File: src/rtl/cpu_irq_hub.sv
module cpu_irq_hub #(
  parameter int NCPU     = 4,
  parameter int NSRC     = 32,
  parameter int PCPU_SRC = 5,
  parameter int AW       = 12,
  localparam int CW      = (NCPU > 1) ? $clog2(NCPU) : 1,
  localparam int RIW     = AW - 2
) (
  input  logic            clk,
  input  logic            rst_n,
  input  logic [NSRC-1:0] src_lvl,
  input  logic            bus_req,
  input  logic            bus_we,
  input  logic            bus_priv,
  input  logic [CW-1:0]   bus_cpu,
  input  logic [AW-1:0]   bus_addr,
  input  logic [31:0]     bus_wdata,
  output logic [31:0]     bus_rdata,
  output logic [NCPU-1:0] cpu_irq
);
  localparam logic [AW-1:0] A_CTRL  = AW'(12'h000);
  localparam logic [AW-1:0] A_ENSET = AW'(12'h030);
  localparam logic [AW-1:0] A_ENCLR = AW'(12'h034);
  localparam logic [AW-1:0] A_ACK   = AW'(12'h044);
  localparam logic [AW-1:0] A_MSET  = AW'(12'h048);
  localparam logic [AW-1:0] A_MCLR  = AW'(12'h04C);

  logic [NSRC-1:0]            en_q;
  logic [NCPU-1:0][NSRC-1:0]  mask_q;
  logic [NSRC-1:0][NCPU-1:0]  route_q;
  logic [NCPU-1:0][NSRC-1:0]  qual;
  logic [NCPU-1:0][9:0]       sel_id;
  logic [NSRC-1:0]            id_hit;
  logic [RIW-1:0]             ridx;
  logic                       in_route;
  logic [31:0]                rd_val;

  wire wr_g = bus_req &  bus_we & ~bus_priv;
  wire wr_p = bus_req &  bus_we &  bus_priv;
  wire rd_g = bus_req & ~bus_we & ~bus_priv;
  wire rd_p = bus_req & ~bus_we &  bus_priv;

  assign ridx     = bus_addr[AW-1:2] - RIW'(64);
  assign in_route = (bus_addr[AW-1:2] >= RIW'(64)) && ({{(32-RIW){1'b0}}, ridx} < NSRC)
                    && (bus_addr[1:0] == 2'b00);

  always_comb
    for (int n = 0; n < NSRC; n++) id_hit[n] = (bus_wdata[9:0] == 10'(n));

  always_comb begin
    for (int k = 0; k < NCPU; k++) begin
      sel_id[k] = 10'h3FF;
      for (int n = NSRC - 1; n >= 0; n--) begin
        qual[k][n] = src_lvl[n] & en_q[n] & ~mask_q[k][n] &
                     ((n == PCPU_SRC) ? 1'b1 : route_q[n][k]);
        if (qual[k][n]) sel_id[k] = 10'(n);
      end
    end
  end

  always_comb
    for (int k = 0; k < NCPU; k++) cpu_irq[k] = |qual[k];

  always_comb begin
    rd_val = 32'h0;
    if (rd_g) begin
      if (bus_addr == A_CTRL) rd_val[11:2] = 10'(NSRC);
      else if (in_route)
        for (int n = 0; n < NSRC; n++)
          if (ridx == RIW'(n)) rd_val[NCPU-1:0] = route_q[n];
    end else if (rd_p && bus_addr == A_ACK) begin
      for (int k = 0; k < NCPU; k++)
        if (bus_cpu == CW'(k)) rd_val[9:0] = sel_id[k];
    end
  end

  always_ff @(posedge clk) begin
    if (!rst_n) begin
      en_q      <= '0;
      mask_q    <= '1;
      route_q   <= '0;
      bus_rdata <= 32'h0;
    end else begin
      if (bus_req && !bus_we) bus_rdata <= rd_val;
      if (wr_g && bus_addr == A_ENSET) en_q <= en_q | id_hit;
      if (wr_g && bus_addr == A_ENCLR) en_q <= en_q & ~id_hit;
      if (wr_g && in_route)
        for (int n = 0; n < NSRC; n++)
          if (ridx == RIW'(n)) route_q[n] <= bus_wdata[NCPU-1:0];
      for (int k = 0; k < NCPU; k++) begin
        if (wr_p && bus_cpu == CW'(k) && bus_addr == A_MSET) mask_q[k] <= mask_q[k] | id_hit;
        if (wr_p && bus_cpu == CW'(k) && bus_addr == A_MCLR) mask_q[k] <= mask_q[k] & ~id_hit;
      end
    end
  end
endmodule

File: config.mk
export PLATFORM = sky130hd
export DESIGN_NAME = cpu_irq_hub
export DESIGN_NICKNAME = d
export VERILOG_FILES = /design/src/rtl/cpu_irq_hub.sv
export SDC_FILE = /design/constraint.sdc
export NUM_CORES = 1
export LEC_CHECK = 0
export BUFFER_PORTS_ARGS = -buffer_cell sky130_fd_sc_hd__buf_2
export CORE_UTILIZATION = 45
export CTS_BUF_LIST = sky130_fd_sc_hd__clkbuf_8
export DETAILED_ROUTE_END_ITERATION = 10
export HOLD_SLACK_MARGIN = 0.06
export SKIP_LAST_GASP = 1
export SLEW_MARGIN = 20
export SYNTH_ARGS = -nofsm -noshare
export SYNTH_HDL_FRONTEND = slang
export SYNTH_SLANG_ARGS = --single-unit
File: constraint.sdc
create_clock -name clk -period 4.6 [get_ports clk]
set_input_delay 0.92 -clock clk [delete_from_list [all_inputs] [get_ports clk]]
set_output_delay 0.92 -clock clk [all_outputs]
set_load 0.01 [all_outputs]
-- Word-level counts from Yosys, hierarchy flattened
Index checks and enable logic that the tools add are counted.
- $add $sub $neg: 1
- order comparisons: 2
- equal/unequal tests: 70
- multiplexer cells: 181
- bitwise logic cells: 431
- reductions and logical operators: 66
- operators with widths (kind ; number):
    $mux W10 ; 134
    $eq A10 B5 Y1 const B ; 32
    $mux W32 ; 10
    $and A1 B1 Y1 ; 290
    $and A32 B32 Y32 ; 5
    $eq A10 B4 Y1 const B ; 16
    $or A32 B32 Y32 ; 5
    $mux W4 ; 34
    $not A1 Y1 ; 130
    $reduce_or A32 Y1 ; 4
    $eq A10 B3 Y1 const B ; 8
    $reduce_and A2 Y1 ; 32
    $eq A10 B2 Y1 const B ; 4
    $eq A12 B7 Y1 const B ; 3
    $not A32 Y32 ; 1
    $eq A12 B6 Y1 const B ; 2
    $eq A10 B1 Y1 const B ; 2
    $logic_not A10 Y1 ; 2
    $logic_and A1 B1 Y1 ; 19
    $logic_not A12 Y1 ; 1
    $ge A10 B7 Y1 const B ; 1
    $lt A10 B6 Y1 const B ; 1
    $reduce_bool A2 Y1 ; 5
    $sub A10 B7 Y10 const B ; 1
    other kinds (5) ; 9
- register bits after elaboration: 300
- input bits: 83
- output and inout port bits: 36
- logic and storage cells: 789

-- Logic depth before layout (Yosys ltp)
- word-level depth: 41
- gate-level depth with buffers: 12
- mapped depth without buffers: 8

-- Worst setup path after synthesis
No wires, ideal clock.
- path kind: input port to flip-flop
- from: input port bus_addr[9]
- to: register bus_rdata[1]
- arrival: 2.894 ns
- setup slack: 1.580 ns
- stages: 9
- buffers on the path: 1
- cell sequence: or4b_1 > buf_2 > nor3_4 > a21oi_1 > or4_1 > o21ai_2 > o21ai_1 > a21oi_1 > o22ai_1
- word-level cells in the longest chain between the ends: 37
- elaborated cells on any way between the ends: 76
- classes of those cells: 1 x add/sub; 2 x order compare; 32 x eq/ne; 36 x mux; 5 x reduce/logical
- RTL lines (what ; RTL line ; RTL):
    from (decl) ; 16 ; input logic [AW-1:0] bus_addr,
    $sub A10 B7 Y10 ; 43 ; assign ridx = bus_addr[AW-1:2] - RIW'(64);
    $logic_not A10 Y1 ; 70 ; if (ridx == RIW'(n)) rd_val[NCPU-1:0] = route_q[n];
    $mux W4 (32 in series) ; 70 ;
    $mux W4 ; 68 ; else if (in_route)
    $mux W2 ; 67 ; if (bus_addr == A_CTRL) rd_val[11:2] = 10'(NSRC);
    $mux W10 (*) ; 66 ; if (rd_g) begin
    to (signal assigned) ; 84 ; if (bus_req && !bus_we) bus_rdata <= rd_val;
    to (decl) ; 18 ; output logic [31:0] bus_rdata,
Every way passes the cells marked *; elsewhere a longest branch is shown, timed or not.
A chain may end at the register's enable or synchronous reset.

-- Worst setup path in the final report
- from: input port src_lvl[17]
- to: output port cpu_irq[2]
- word-level cells in the longest chain between the ends: 4
- RTL lines (what ; RTL line ; RTL):
    from (decl) ; 11 ; input logic [NSRC-1:0] src_lvl,
    $and A1 B1 Y1 (3 in series) ; 54 ; qual[k][n] = src_lvl[n] & en_q[n] & ~mask_q[k][n] &
    $reduce_or A32 Y1 ; 62 ; for (int k = 0; k < NCPU; k++) cpu_irq[k] = |qual[k];
    to (decl) ; 19 ; output logic [NCPU-1:0] cpu_irq
No other way between the ends.

==> impl_metrics.csv <==
group,metric,value,unit
critical_path,crit_type,"primary input to output port",
synth,synth_most_common_cell,"dfxtp_1",
clocking,cts_sinks,295,
synth,ys_top_cells_by_count,"dfxtp_1, nand2_1, o21ai_0",
die,die_x,192,um
status,status,"completed",
synth,seq_area_frac_synth,0.363,
synth,ys_types,80,
route,via_count,16800,
timing,finalCriticalPeriod,3.78,ns
synth,syn_inst,1947,
synth,syn_avg_cell_area,8.36,um^2
clocking,post_cts_buffers,0,
synth,ys_warn_count,0,
clocking,cts_resized,0,
synth,synth_area,0.0163,mm^2
synth,ys.flop_type,"dfxtp_1",
synth,synth_area_leader_cell,"dfxtp_1",
run,max-cap-violations,0,
critical_path,worst_ep_arrival_time,2.86,ns
grt,overflow,0,
grt,antenna_found_initial,0,
pwr,powerDensity,308,mW/mm^2
clocking,root_buffer,"clkbuf_8",
clocking,clock_latency,0.65,ns
route,avgRoutedWirePerCell,27.4,um
layout,num-fill-cells,3558,
layout,diodes,0,
place,hpwl,48200,um
timing,worst_pin_slew,0.955,ns
timing,rsz0062_at_grt,"false",
layout,layout.cells.non_filler,2467,
timing,holdWs,0.479,ns
critical_path,startpoint_type,"primary input",
route,detail-route-antenna-nets,0,
die,die_h,192,um
grt,globalRouteTotalUtil,0.367,
grt,grt_first_pass_wirelength,99600,um
synth,synth_top_area_share,0.363,
worst_hold_path,hold_path_class,"flip-flop to flip-flop",
layout,drive_above_1_share,0.124,
critical_path,worst-path-max-fanout,4,
clocking,path_clk_slew,0.06,ns
timing,max_freq,265,MHz
place,place_inst,2371,
route,drt_iter0_drc,2147,
pwr,power,5.58,mW
grt,grt_max_degree,127,
synth,synth_area_leaders,"dfxtp_1, o311ai_0, nand2_1",
die,core,0.0356,mm^2
die,dieArea,0.0369,mm^2
synth,synth_edf_count,0,
route,drtPass1Iterations,6,
synth,synth_seq_cells,295,
critical_path,critPathRequiredTime,3.68,ns
layout,nets,2048,
layout,postLayoutCellArea,0.0181,mm^2
die,rows,69,
place,globalplace.congestion,0.996,
pwr,ir_worst_vdd,295,uV
clocking,cts_buffer_depth,3,
grt,grt_pass1_vias,15400,
clocking,cts_hold_buf,0,
route,wl,67500,um
timing,finalSetupViolations,0,
route,drc,0,
pwr,p_leak,6.43,nW
place,place_area,0.0170,mm^2
timing,tns,0,ns
die,ioPinCount,119,
route,avgViaCountPerCell,6.80,
layout,area_delta_synth_final,11.3,%
timing,clock_skew,0.0267,ns
critical_path,cp-end-kind,"output port",
timing,relSlewSlack,0.363,
timing,drv_slew,0,
timing,finalHoldViolCount,0,
clocking,cts_made_buffers,53,
clocking,htree_levels,2,
clocking,cts_tree,"yes",
place,numPortBuffers,74,
timing,period_share,0.822,
synth,synthArstFlopShare,0,
die,start_util,0.458,
==> stage by stage <==
| step | utilization | setup slack, ns |
|---|---|---|
| final | 0.509 | 0.821 |
| after global routing | 0.509 | 0.857 |
| after CTS | 0.509 | 0.928 |
| after detailed placement | 0.477 | 0.934 |
| after global placement | 0.477 | 0.950 |
| after floorplan | - | 1.58 |
==> critical path, cell delays in order <==
cell and delay, ns:
buf_2 0.13, nand4b_1 0.26, nand4_1 0.18, nor4b_1 0.75, nand4_1 0.37, buf_2 0.25
==> cell families (layout without fill, tap and decap cells) <==
logic type	count (synthesis)	in the layout	synth area share
simple gates	773	773	0.268
compound gates	622	622	0.276
flops	295	295	0.363
mux	60	60	0.0394
other cells	1	22	0.000230
buf+inv	196	234	0.0532
==> per-layer routing <==
layer | GRT usage | part of all wire
met1 | 0.509 | 0.43
met2 | 0.542 | 0.43
met3 | 0.0811 | 0.098
met4 | 0.154 | 0.039
met5 | 0 | 0
==> cell type report <==
cell class	instances	area, um^2	area share
repair buffers	124	796	0.0439
clock inverters	23	150	0.00829
multi-input cells	1477	9630	0.532
flip-flops and latches	295	5910	0.326
well taps	461	577	0.0318
inverters	14	52.6	0.00290
clock buffers	73	1000	0.0555
==> cells in the final DEF (no fill, tap or decap), types with 7 or more instances in the layout <==
cell type,n
nand3b_1,8
mux2i_1,45
nand4_1,31
nand2b_1,21
a21oi_1,37
o21ai_0,171
nor3b_1,7
o221a_1,10
nand2_1,243
a31oi_1,9
o211ai_1,15
inv_1,28
dfxtp_1,295
nand3_1,132
conb_1,22
clkbuf_8,73
nor3_1,20
o21bai_1,25
buf_4,47
buf_2,72
nor4_1,11
and4b_1,37
o311a_1,21
nand4b_1,102
o311ai_0,129
nor2_1,61
nor2b_1,37
mux2_2,13
and3_1,10
a211oi_1,17
and2_1,10
a21boi_0,107
==> worst paths after layout <==
path | start | to | slack [ns] | depth (start not counted)
min | route_q[23] | route_q[23] | 0.48 | 2
max | src_lvl[17] | cpu_irq[2] | 0.82 | 6
max reg2reg | flip-flop | bus_rdata[7] | 1.68 | 7
min reg2reg | route_q[23] | route_q[23] | 0.48 | 2
==> power breakdown <==
group / total [mW] / internal [mW] / switching [mW]
Combinational: 0.346 / 0.0916 / 0.254
Sequential: 2.56 / 2.56 / 0.00173
Clock: 2.68 / 1.51 / 1.16
Total: 5.58 / 4.16 / 1.42
Power figures use the tool's default switching activity.
